### config.mk
export PLATFORM = sky130hd
export DESIGN_NAME = ctrl_serial_rx
export DESIGN_NICKNAME = d
export VERILOG_FILES = /design/src/rtl/ctrl_serial_pkg.sv /design/src/rtl/csr_in_sync.sv /design/src/rtl/csr_frame_rx.sv /design/src/rtl/csr_reg_bank.sv /design/src/rtl/ctrl_serial_rx.sv
export SDC_FILE = /design/constraint.sdc
export NUM_CORES = 1
export LEC_CHECK = 0
export ABC_AREA = 1
export BUFFER_PORTS_ARGS = -buffer_cell sky130_fd_sc_hd__buf_2
export CELL_PAD_IN_SITES_DETAIL_PLACEMENT = 2
export CELL_PAD_IN_SITES_GLOBAL_PLACEMENT = 2
export CORE_UTILIZATION = 28
export CTS_CLUSTER_SIZE = 20
export DETAILED_ROUTE_END_ITERATION = 8
export GPL_ROUTABILITY_DRIVEN = 0
export PLACE_DENSITY = 0.85
export SLEW_MARGIN = 10
export SYNTH_ARGS = -nofsm -noshare
export SYNTH_HDL_FRONTEND = slang
export SYNTH_SLANG_ARGS = --single-unit
export TNS_END_PERCENT = 20
### constraint.sdc
create_clock -name clk -period 1.8 [get_ports clk]
set_input_delay 0.09 -clock clk [delete_from_list [all_inputs] [get_ports clk]]
set_output_delay 0.09 -clock clk [all_outputs]
set_load 0.05 [all_outputs]
### src/rtl/ctrl_serial_pkg.sv
package ctrl_serial_pkg;

    localparam int HDR_W   = 12;
    localparam int ADDR_W  = 4;
    localparam int DATA_W  = 16;
    localparam int FRAME_W = HDR_W + ADDR_W + DATA_W;
    localparam int SLOTS   = 1 << ADDR_W;
    localparam int CNT_W   = $clog2(FRAME_W);

    localparam logic [HDR_W-1:0] SYNC_WORD = 12'h001;

    // slots 0..3, 9..11, 14, 15 implemented
    localparam logic [SLOTS-1:0] DEFAULT_WR_MASK = 16'hCE0F;

    typedef struct packed {
        logic [ADDR_W-1:0] addr;
        logic [DATA_W-1:0] data;
    } wr_req_t;

    typedef enum logic [1:0] {
        RX_IDLE,
        RX_HDR,
        RX_BODY,
        RX_SKIP
    } rx_state_e;

    function automatic wr_req_t split_frame(input logic [FRAME_W-1:0] word);
        wr_req_t r;
        r.addr = word[DATA_W +: ADDR_W];
        r.data = word[DATA_W-1:0];
        return r;
    endfunction

    function automatic logic slot_writable(input logic [SLOTS-1:0] mask,
                                           input logic [ADDR_W-1:0] a);
        return mask[a];
    endfunction

endpackage

### src/rtl/csr_in_sync.sv
module csr_in_sync #(
    parameter int               WIDTH   = 3,
    parameter int               STAGES  = 2,
    parameter logic [WIDTH-1:0] RST_VAL = '0
) (
    input  logic             clk,
    input  logic             rst,
    input  logic [WIDTH-1:0] d,
    output logic [WIDTH-1:0] q
);

    logic [STAGES-1:0][WIDTH-1:0] stg;

    always_ff @(posedge clk) begin
        if (rst) begin
            stg <= {STAGES{RST_VAL}};
        end else begin
            stg[0] <= d;
            for (int i = 1; i < STAGES; i++) begin
                stg[i] <= stg[i-1];
            end
        end
    end

    assign q = stg[STAGES-1];

endmodule

### src/rtl/csr_frame_rx.sv
module csr_frame_rx
    import ctrl_serial_pkg::*;
#(
    parameter logic [SLOTS-1:0] WR_MASK = DEFAULT_WR_MASK
) (
    input  logic    clk,
    input  logic    rst,
    input  logic    enable,
    input  logic    sclk_s,
    input  logic    sdata_s,
    input  logic    scs_n_s,
    output logic    wr_valid,
    output wr_req_t wr_req
);

    localparam logic [CNT_W-1:0] LAST_BIT = CNT_W'(FRAME_W - 1);
    localparam logic [CNT_W-1:0] HDR_LAST = CNT_W'(HDR_W - 1);

    rx_state_e            state_q, state_n;
    logic [CNT_W-1:0]     cnt_q, cnt_n;
    logic [FRAME_W-2:0]   shift_q, shift_n;
    logic                 sclk_d;
    logic                 rise;
    logic                 active;
    logic                 fire;
    logic [FRAME_W-1:0]   full;
    logic [HDR_W-1:0]     hdr_now;
    wr_req_t              req_now;

    assign rise    = sclk_s & ~sclk_d;
    assign active  = enable & ~scs_n_s;
    assign full    = {shift_q, sdata_s};
    assign hdr_now = full[HDR_W-1:0];
    assign req_now = split_frame(full);

    always_comb begin
        state_n = state_q;
        cnt_n   = cnt_q;
        shift_n = shift_q;
        fire    = 1'b0;
        if (!active) begin
            state_n = RX_IDLE;
            cnt_n   = '0;
        end else if (state_q == RX_SKIP) begin
            state_n = RX_SKIP;
        end else if (rise) begin
            shift_n = full[FRAME_W-2:0];
            if (cnt_q == LAST_BIT) begin
                fire    = slot_writable(WR_MASK, req_now.addr);
                cnt_n   = '0;
                state_n = RX_HDR;
            end else if (cnt_q == HDR_LAST && hdr_now != SYNC_WORD) begin
                cnt_n   = '0;
                state_n = RX_SKIP;
            end else begin
                cnt_n   = cnt_q + 1'b1;
                state_n = (cnt_q >= HDR_LAST) ? RX_BODY : RX_HDR;
            end
        end else if (state_q == RX_IDLE) begin
            state_n = RX_HDR;
        end
    end

    always_ff @(posedge clk) begin
        if (rst) begin
            state_q  <= RX_IDLE;
            cnt_q    <= '0;
            shift_q  <= '0;
            sclk_d   <= 1'b0;
            wr_valid <= 1'b0;
            wr_req   <= '0;
        end else begin
            state_q  <= state_n;
            cnt_q    <= cnt_n;
            shift_q  <= shift_n;
            sclk_d   <= sclk_s;
            wr_valid <= fire;
            if (fire) begin
                wr_req <= req_now;
            end
        end
    end

endmodule

### src/rtl/csr_reg_bank.sv
module csr_reg_bank
    import ctrl_serial_pkg::*;
#(
    parameter logic [SLOTS-1:0] WR_MASK = DEFAULT_WR_MASK
) (
    input  logic                    clk,
    input  logic                    rst,
    input  logic                    wr_valid,
    input  wr_req_t                 wr_req,
    output logic [SLOTS*DATA_W-1:0] cfg_flat,
    output logic                    init_pend
);

    logic [SLOTS-1:0] done;

    genvar g;
    generate
        for (g = 0; g < SLOTS; g++) begin : g_slot
            if (WR_MASK[g]) begin : g_impl
                logic [DATA_W-1:0] val_q;
                logic              seen_q;
                always_ff @(posedge clk) begin
                    if (rst) begin
                        val_q  <= '0;
                        seen_q <= 1'b0;
                    end else if (wr_valid && wr_req.addr == ADDR_W'(g)) begin
                        val_q  <= wr_req.data;
                        seen_q <= 1'b1;
                    end
                end
                assign cfg_flat[g*DATA_W +: DATA_W] = val_q;
                assign done[g] = seen_q;
            end else begin : g_resv
                assign cfg_flat[g*DATA_W +: DATA_W] = '0;
                assign done[g] = 1'b1;
            end
        end
    endgenerate

    assign init_pend = ~&done;

endmodule

### src/rtl/ctrl_serial_rx.sv
module ctrl_serial_rx
    import ctrl_serial_pkg::*;
#(
    parameter logic [SLOTS-1:0] WR_MASK     = DEFAULT_WR_MASK,
    parameter int               SYNC_STAGES = 2
) (
    input  logic                    clk,
    input  logic                    rst,
    input  logic                    ext_mode_en,
    input  logic                    pwr_down,
    input  logic                    sclk,
    input  logic                    sdata,
    input  logic                    scs_n,
    output logic                    wr_stb,
    output logic [ADDR_W-1:0]       wr_addr,
    output logic [DATA_W-1:0]       wr_data,
    output logic                    init_pend,
    output logic [SLOTS*DATA_W-1:0] cfg_regs
);

    logic [2:0] pins_s;
    logic       rx_en;
    logic       wr_valid;
    wr_req_t    wr_req;

    csr_in_sync #(
        .WIDTH   (3),
        .STAGES  (SYNC_STAGES),
        .RST_VAL (3'b100)
    ) u_sync (
        .clk (clk),
        .rst (rst),
        .d   ({scs_n, sdata, sclk}),
        .q   (pins_s)
    );

    assign rx_en = ext_mode_en & ~pwr_down;

    csr_frame_rx #(
        .WR_MASK (WR_MASK)
    ) u_frame (
        .clk      (clk),
        .rst      (rst),
        .enable   (rx_en),
        .sclk_s   (pins_s[0]),
        .sdata_s  (pins_s[1]),
        .scs_n_s  (pins_s[2]),
        .wr_valid (wr_valid),
        .wr_req   (wr_req)
    );

    csr_reg_bank #(
        .WR_MASK (WR_MASK)
    ) u_bank (
        .clk       (clk),
        .rst       (rst),
        .wr_valid  (wr_valid),
        .wr_req    (wr_req),
        .cfg_flat  (cfg_regs),
        .init_pend (init_pend)
    );

    assign wr_stb  = wr_valid;
    assign wr_addr = wr_req.addr;
    assign wr_data = wr_req.data;

endmodule

* After elaboration in Yosys (flattened, before gate mapping) *
Memories as Yosys holds them, arrays and structs flattened. A register that Yosys moved wholly into a read port is not among the register bits.
Index checks and enable logic that the tools add are counted.

operators by class
  add/subtract/negate cells = 1
  $mul = 0
  divide/modulo/power cells = 0
  magnitude comparators = 2
  equality and inequality tests = 12
  shift-type cells = 0
  multiplexer cells = 15
  bitwise operators = 8
  reduce and logical (&&, ||, !) cells = 18

operator list
  cell                 number
  $eq 4x4->1 const B   5
  $mux 2               6
  $ne 12x1->1 const B  1
  $logic_and 1x1->1    10
  $mux 5               2
  $reduce_and 9->1     1
  $eq 4x2->1 const B   2
  $mux 4               2
  $add 5x1->5 const B  1
  $eq 5x4->1 const B   1
  $eq 5x5->1 const B   1
  $ge 5x4->1 const B   1
  $lt 4x5->1 const B   1
  $mux 1               5
  $not 1->1            5
  $eq 4x1->1 const B   1
  $logic_not 4->1      1
  $and 1x1->1          3
  $reduce_and 3->1     1
  $reduce_bool 3->1    1
  $eq 2x2->1 const B   1
  $logic_not 2->1      1
  $reduce_and 2->1     1
  $reduce_or 2->1      1
  $logic_not 1->1      1

storage, ports and cells
  flip-flop bits (word level) = 207
  bits in latches = 0
  bits in writable memories = 0
  memory bits (read-only) = 16
  input port bits = 7
  memories kept = 1

memory list
  name              depth  width  rd ports  clocked after Yosys merged registers in  wr ports  RTL line               source
  (name not given)  16     1      1         1                                        0         ctrl_serial_pkg.sv:36  return mask[a];

* Longest topological paths before layout *
Gate-level depths: netlist of the first run.

  depth after elaboration = 6
  mapped depth = 10
  depth with buffers taken out = 9

* Hierarchy *
From an unflattened synthesis of the first run, not the netlist that was laid out.

second synthesis, totals
  cell total of the unflattened synthesis = 1287
  area, all modules = 9151.3 um^2

modules (own cells, without submodules)
  module          times used  cells each  area an instance (um^2)  seq. area each (um^2)
  csr_reg_bank    1           993         6910.4                   3062.9
  csr_frame_rx    1           270         2039.5                   980.9
  csr_in_sync     1           22          191.4                    120.1
  ctrl_serial_rx  1           2           10.0                     0.0

* Worst setup path after synthesis of the first run *
No wires, ideal clock.

  path kind = register -> register
  start = register, netlist name u_frame.wr_req[16]
  end = register u_bank.g_slot[1].g_impl.val_q[0]
  library setup time = 0.125 ns
  arrival time = 1.521 ns
  data required time = 1.675 ns
  path slack = 0.154 ns
  stages on the path, launching flop included = 8
  buffers on the path = 2
  period minus slack after synthesis = 1.646 ns
  path through = dfxtp_1 inv_2 nor2_1 inv_1 nor2_1 buf_2 buf_2 a21oi_1

on the way
  word-level cells in the longest chain between the ends = 2

ends and longest elaborated chain
  what                  RTL line            source
  $eq 4x1->1            csr_reg_bank.sv:26  end else if (wr_valid && wr_req.addr == ADDR_W'(g)) begin
  $logic_and 1x1->1     csr_reg_bank.sv:26
  to (signal assigned)  csr_reg_bank.sv:27  val_q <= wr_req.data;
  to (decl)             csr_reg_bank.sv:20  logic [DATA_W-1:0] val_q;

No other way between the ends.
A chain may end at the register's enable or synchronous reset.

* Worst setup path after layout of the first run *
  start = register u_frame.cnt_q[1]
  end = register, netlist name u_frame.wr_req[5]

on the way
  word-level cells in the longest chain between the ends = 5

ends and longest elaborated chain
  what                    RTL line            source
  from (decl)             csr_frame_rx.sv:20  logic [CNT_W-1:0] cnt_q, cnt_n;
  from (signal assigned)  csr_frame_rx.sv:74  cnt_q <= cnt_n;
  $eq 5x5->1              csr_frame_rx.sv:48  if (cnt_q == LAST_BIT) begin
  $mux 1                  csr_frame_rx.sv:48
  $mux 1                  csr_frame_rx.sv:46  end else if (rise) begin
  $mux 1                  csr_frame_rx.sv:44  end else if (state_q == RX_SKIP) begin
  $mux 1                  csr_frame_rx.sv:41  if (!active) begin

No other way between the ends.

==> results.json, run 1 <==
{
  "cts-root-buf": "clkbuf_16",
  "multiInputGateArea_um2": 3073,
  "fillers": 3297,
  "combinationalPowerShare_pct": 6.3,
  "layout-drive-gt1-share_pct": 23.64,
  "internal-power_uw": 7770,
  "avgSynthCellArea_um2": 8.240,
  "hp-start": "ext_mode_en",
  "fin_nets": 1177,
  "power_density_nw_per_um2": 1024,
  "crit_type": "flip-flop to flip-flop",
  "utilization_pct": 35.27,
  "routed_wirelength_um": 29230,
  "syn_area_um2": 8142,
  "p_sw_uw": 2570,
  "die_h_um": 172.5,
  "clk_pin_slew_ns": 0.06,
  "fin_ws_ns": 0.01992,
  "gr-usage-all-layers_pct": 18.41,
  "rows": 62,
  "seqPwrFrac_pct": 44.6,
  "tightest_slew_ns": 0.5763,
  "cts_buffer_depth": 3,
  "hold_violations": 0,
  "cts_tree": "built",
  "io_pins": 285,
  "die_area_um2": 29760,
  "r2r-end": "u_frame.wr_req[5]",
  "yosysWarnings": 0,
  "area_delta_synth_final_pct": 24.02,
  "synthCells": 988,
  "critPathRequiredTime_ns": 2.25,
  "htreeDepth": 1,
  "grt_pass1_vias": 7444,
  "fmax_mhz": 561.8,
  "ff2ff_path_depth": 9,
  "period_needed_ns": 1.780,
  "drc": 0,
  "ant_nets": 0,
  "p_sw_share_pct": 24.85,
  "ys_ff_latch": 208,
  "wl_per_cell_um": 18.69,
  "fp.dieW_um": 172.5,
  "drtIter0Drc": 403,
  "period_share_pct": 98.89,
  "start_util_pct": 28.44,
  "leakage_uw": 0.004695,
  "cts_buffers": 25,
  "arrival_ns": 2.23,
  "hold_path_end": "u_frame.state_q[1]",
  "vias_per_cell": 4.600,
  "start_kind": "flip-flop",
  "clock_latency_ns": 0.52,
  "dr_total_vias": 7195,
  "place_ws_ns": 0.02697,
  "relSlewSlack_pct": 61.58,
  "antenna_cells": 0,
  "synth_cell_types": 27,
  "port_buffers": 172,
  "p_total_uw": 10340,
  "ir_worst_vdd_v": 0.0005560,
  "ys_seq_area_share_pct": 51.14,
  "final_cells": 1564,
  "drv_cap": 0,
  "setup_tns_ns": 0,
  "endpoint_kind": "flip-flop",
  "outcome": "finished, final reports clean",
  "worstHoldPathType": "input port to flip-flop",
  "drtPass1Iterations": 4,
  "seqCellArea_um2": 4172,
  "grt_overflow_total": 0,
  "reg2reg_slack_ns": 0.02,
  "rr_startpoint": "u_frame.cnt_q[1]",
  "hpwl_um": 19500,
  "clkSinkCount": 208,
  "grt_antenna_before_repair": 0,
  "pwr-share-clk_pct": 49.1,
  "slew_violations": 0,
  "dp.cells": 1512,
  "cp_max_fo": 10,
  "setup_viol": 0,
  "core_region_area_um2": 28630,
  "skew_ns": 0.01579,
  "grt_first_pass_wirelength_um": 43470,
  "grt_start_max_net_pins": 65,
  "whs_path_depth": 5
}
==> flip-flops by register name, summed over array words and instances, names as in the netlist, named ones only <==
register,count
u_frame.wr_valid,1
u_frame.wr_req,20
u_frame.state_q,2
u_frame.shift_q,19
u_frame.cnt_q,5
u_bank.g_slot.g_impl.val_q,144
u_sync.q,3
u_sync.stg,3
u_frame.sclk_d,1
u_bank.g_slot.g_impl.seen_q,9
==> through the flow <==
step / hold WS [ns] / instance area (µm²)
2_1_floorplan: 0.1938 / 8558
3_3_place_gp: 0.2962 / 9076
3_5_place_dp: 0.2953 / 9076
4_1_cts: 0.05653 / 9942
5_1_grt: 0.1036 / 10100
6_report: 0.06998 / 10100
==> worst max path at each step <==
stage / end / cells after the start / startpoint
global placement: u_frame.wr_req[19] / 10 / u_frame.cnt_q[0]
finish: u_frame.wr_req[5] / 9 / u_frame.cnt_q[1]
detailed placement: u_frame.wr_req[0] / 10 / u_frame.cnt_q[1]
floorplan: u_bank.g_slot[1].g_impl.val_q[0] / 7 / u_frame.wr_req[16]
CTS: u_frame.wr_req[0] / 10 / u_frame.cnt_q[0]
global route: u_frame.wr_req[5] / 7 / u_frame.state_q[0]
==> power groups by stage <==
| stage | clock, µW | combinational [µW] | sequential (µW) |
|---|---|---|---|
| 2_1_floorplan | 0 | 781 | 4720 |
| 6_report | 5080 | 649 | 4610 |
| 3_3_place_gp | 0 | 630 | 4720 |
| 5_1_grt | 5390 | 674 | 4610 |
| 3_5_place_dp | 0 | 634 | 4720 |
| 4_1_cts | 5200 | 641 | 4620 |
==> critical path, stage by stage, from the launching register on <==
cell	delay, ns
dfxtp_4	0.37
ha_4	0.14
nand2_2	0.06
nor2_2	0.11
ha_2	0.20
nand2_2	0.07
nor2_4	0.30
clkbuf_16	0.24
o21ai_0	0.08
a21oi_1	0.15
==> synth_stat cells <==
cell type	n	area share [%]
or2_2	3	0.23
nor2_2	2	0.15
a31oi_1	1	0.077
buf_1	5	0.23
clkbuf_1	22	1.0
nand3b_1	3	0.28
conb_1	1	0.046
o21ai_1	11	0.68
nand2_4	1	0.14
dfxtp_1	208	51
o21ai_0	141	8.7
nand3_1	41	2.5
inv_2	5	0.23
inv_1	58	2.7
nand2_2	5	0.38
buf_4	123	11
xor2_1	1	0.11
nor2_4	5	0.69
ha_1	3	0.46
and2_1	1	0.077
a21oi_1	155	9.5
nand2_1	60	2.8
o211ai_1	1	0.092
nor2_1	108	5.0
buf_2	20	1.2
nand4_1	1	0.077
nor3_1	3	0.18
==> routing by layer <==
metal	share of wire [%]	GRT usage [%]
met1	42	22.21
met5	0	0
met3	4.9	3.581
met4	2.2	4.799
met2	51	33.11
==> final cells by class <==
type | instances | area share, %
Timing Repair Buffer | 211 | 12.99
Tap cell | 384 | 4.758
Inverter | 63 | 2.354
Sequential cell | 208 | 41.31
Clock buffer | 34 | 7.323
Clock inverter | 6 | 0.8302
Multi-Input combinational cell | 658 | 30.43
==> cell usage in the layout, fill, tap and decap left out, types with 2 or more instances in the layout <==
| master | n |
|---|---|
| inv_2 | 4 |
| inv_1 | 58 |
| o21ai_1 | 12 |
| nand3b_1 | 3 |
| nand2_1 | 58 |
| buf_6 | 2 |
| or2_2 | 3 |
| nor2_2 | 7 |
| conb_1 | 112 |
| clkinv_2 | 4 |
| nand2_2 | 7 |
| nand3_1 | 41 |
| buf_12 | 7 |
| nor3_1 | 3 |
| nor2_4 | 6 |
| dfxtp_4 | 2 |
| buf_2 | 172 |
| o21ai_0 | 140 |
| clkbuf_8 | 8 |
| clkbuf_16 | 28 |
| bufinv_16 | 2 |
| buf_4 | 23 |
| a21oi_1 | 155 |
| dlygate4sd3_1 | 4 |
| nor2_1 | 102 |
| dfxtp_1 | 206 |
==> cells by family after synthesis <==
family	share of synthesized area [%]
adder cells (fa/ha/maj)	0.4611
buffers and inverters	16.72
XOR/XNOR	0.1076
AND/OR/NAND/NOR	12.48
AO/OA/AOI/OAI	19.04
other	0.04606
flip-flops	51.14
==> timing repair <==
item,4_1_cts,5_1_grt
cloned,0,5
setup buffers,0,3
hold endpoints to repair,5,0
pin swaps,0,5
hold buffers,4,0
resized for setup,1,12
setup endpoints to repair,1,18
Power figures use the tool's default switching activity.
==> inputs of run 2 (changes only) <==
- CELL_PAD_IN_SITES_DETAIL_PLACEMENT: 2 -> default
- CELL_PAD_IN_SITES_GLOBAL_PLACEMENT: 2 -> default
- CORE_UTILIZATION: 28 -> 44
- PLACE_DENSITY: 0.85 -> 0.77
==> run 2 against run 1 <==
Compared with the run above: final cell count shrank 10%; worst hold slack got worse by 0.017 ns; combinational power about the same; sequential cell count unchanged; utilization increased by 19 points; worst setup slack better by 0.014 ns; power down 7.5%; critical path depth is the same.
==> results.json, run 2 (same netlist as run 1, synthesis figures left out) <==
{
  "outcome": "finished, final reports clean",
  "clkSinkCount": 208,
  "r2r-end": "u_frame.wr_req[2]",
  "hold_violations": 0,
  "die_h_um": 138.0,
  "drtPass1Iterations": 5,
  "largest_reg_flops": 144,
  "period_share_pct": 98.10,
  "hpwl_um": 14540,
  "dr_total_vias": 6959,
  "gr-usage-all-layers_pct": 22.07,
  "start_util_pct": 45.17,
  "rows": 49,
  "worstHoldPathType": "input port to flip-flop",
  "ir_worst_vdd_v": 0.0006400,
  "grt_pass1_vias": 6158,
  "cts_buffers": 21,
  "p_sw_uw": 2451,
  "largest-register": "u_bank.g_slot.g_impl.val_q",
  "leakage_uw": 0.004599,
  "slew_violations": 0,
  "wl_per_cell_um": 15.83,
  "io_pins": 285,
  "rr_startpoint": "u_frame.cnt_q[0]",
  "whs_path_depth": 5,
  "layout-drive-gt1-share_pct": 22.72,
  "period_needed_ns": 1.766,
  "internal-power_uw": 7119,
  "fillers": 1650,
  "skew_ns": 0.01167,
  "core_region_area_um2": 18020,
  "final_area_um2": 9721,
  "final_common_cell": "dfxtp_1",
  "fmax_mhz": 566.3,
  "start_kind": "flip-flop",
  "drv_cap": 0,
  "die_area_um2": 19050,
  "dp.cells": 1354,
  "setup_viol": 0,
  "ant_nets": 0,
  "utilization_pct": 53.93,
  "vias_per_cell": 4.957,
  "hold_path_end": "u_frame.cnt_q[0]",
  "drtIter0Drc": 416,
  "combinationalPowerShare_pct": 6.8,
  "grt_antenna_before_repair": 0,
  "grt_first_pass_wirelength_um": 33830,
  "final_cells": 1404,
  "fp.dieW_um": 138.0,
  "antenna_cells": 0,
  "grt_overflow_total": 0,
  "fin_nets": 1170,
  "relSlewSlack_pct": 58.92,
  "placed_area_um2": 8847,
  "reg2reg_slack_ns": 0.03,
  "drc": 0,
  "ff2ff_path_depth": 9,
  "power_density_nw_per_um2": 984.5,
  "cts_buffer_depth": 3,
  "arrival_ns": 2.21,
  "pwr-share-clk_pct": 45.0,
  "htreeDepth": 1,
  "final_cell_mix": "206 x dfxtp_1, 172 x buf_2, 155 x a21oi_1",
  "port_buffers": 172,
  "endpoint_kind": "flip-flop",
  "cts-root-buf": "clkbuf_16",
  "area_delta_synth_final_pct": 19.39,
  "largest_registers": "u_bank.g_slot.g_impl.val_q: 144 flops, u_frame.wr_req: 20 flops, u_frame.shift_q: 19 flops",
  "crit_type": "flip-flop to flip-flop",
  "fin_hold_ws_ns": 0.05327,
  "clock_latency_ns": 0.50,
  "routed_wirelength_um": 22220,
  "cts_tree": "built",
  "tightest_slew_ns": 0.6153,
  "cp_max_fo": 19,
  "clk_pin_slew_ns": 0.06,
  "grt_start_max_net_pins": 51,
  "seqPwrFrac_pct": 48.2,
  "critPathRequiredTime_ns": 2.24,
  "hp-start": "ext_mode_en",
  "p_sw_share_pct": 25.61
}
[run 2: changes by cell type in the layout (fill, tap and decap cells not counted), moves of 3 or more]
cell / previous run / this run
clkinv_2: 4 / 8
buf_4: 23 / 19
dlygate4sd3_1: 4 / 8
clkbuf_8: 8 / 4
clkbuf_16: 28 / 24
clkinvlp_4: 0 / 3
[run 2: power groups by stage]
stage	logic [µW]	registers, µW	clock network (µW)
after detailed placement	629	4720	0
final	648	4610	4310
after global routing	672	4610	4570
after floorplan	781	4720	0
after global placement	629	4720	0
after CTS	642	4610	4380
[run 2: critical path, cell delays in order, from the launching register on]
cell and delay (ns):
dfxtp_4 0.36, ha_4 0.14, nand2_1 0.06, nor2_1 0.14, ha_2 0.21, nand2_1 0.09, nor2_4 0.26, clkbuf_16 0.24
o21ai_0 0.08, a21oi_1 0.12
[run 2: worst max path at each step]
stage / start / end / slack, ns / cells past startpoint
2_1_floorplan: u_frame.wr_req[16] / u_bank.g_slot[1].g_impl.val_q[0] / 0.15 / 7
3_3_place_gp: u_frame.cnt_q[0] / u_frame.wr_req[19] / 0.18 / 10
3_5_place_dp: u_frame.cnt_q[0] / u_frame.wr_req[19] / 0.13 / 10
4_1_cts: u_frame.cnt_q[0] / u_frame.wr_req[0] / 0.10 / 10
5_1_grt: u_frame.cnt_q[1] / u_frame.wr_req[0] / -0.05 / 10
6_report: u_frame.cnt_q[0] / u_frame.wr_req[2] / 0.03 / 9
[run 2: what timing repair did]
| item | 4_1_cts | 5_1_grt |
|---|---|---|
| hold endpoints to repair | 9 | 0 |
| setup endpoints to repair | 0 | 7 |
| setup buffers | 0 | 1 |
| hold buffers | 8 | 0 |
| resized for setup | 0 | 7 |
[run 2: metal layers]
layer	GRT usage (%)	vias to the layer above	part of all wire, %
li1	-	3368	-
met1	28.03	3236	43
met2	36.76	314	48
met3	4.884	41	7.5
met4	7.866	0	2.3
met5	0	-	0
[run 2: stage by stage]
stage          setup TNS [ns]  total power [µW]  setup slack (ns)
2_1_floorplan               0              5498            0.1539
3_3_place_gp                0              5347            0.1791
3_5_place_dp                0              5347            0.1271
4_1_cts                     0              9635            0.1003
5_1_grt               -0.5750              9850          -0.05006
6_report                    0              9570           0.03424
[run 2: area by class of cell]
cell class	instances	area, µm²	area share (%)
clock inverter	13	105.1	1.081
inverter	63	237.7	2.446
clock buffer	25	580.6	5.972
sequential	208	4169	42.89
multi-input combinational	658	3063	31.51
timing repair buffer	208	1279	13.15
tap	229	286.5	2.948
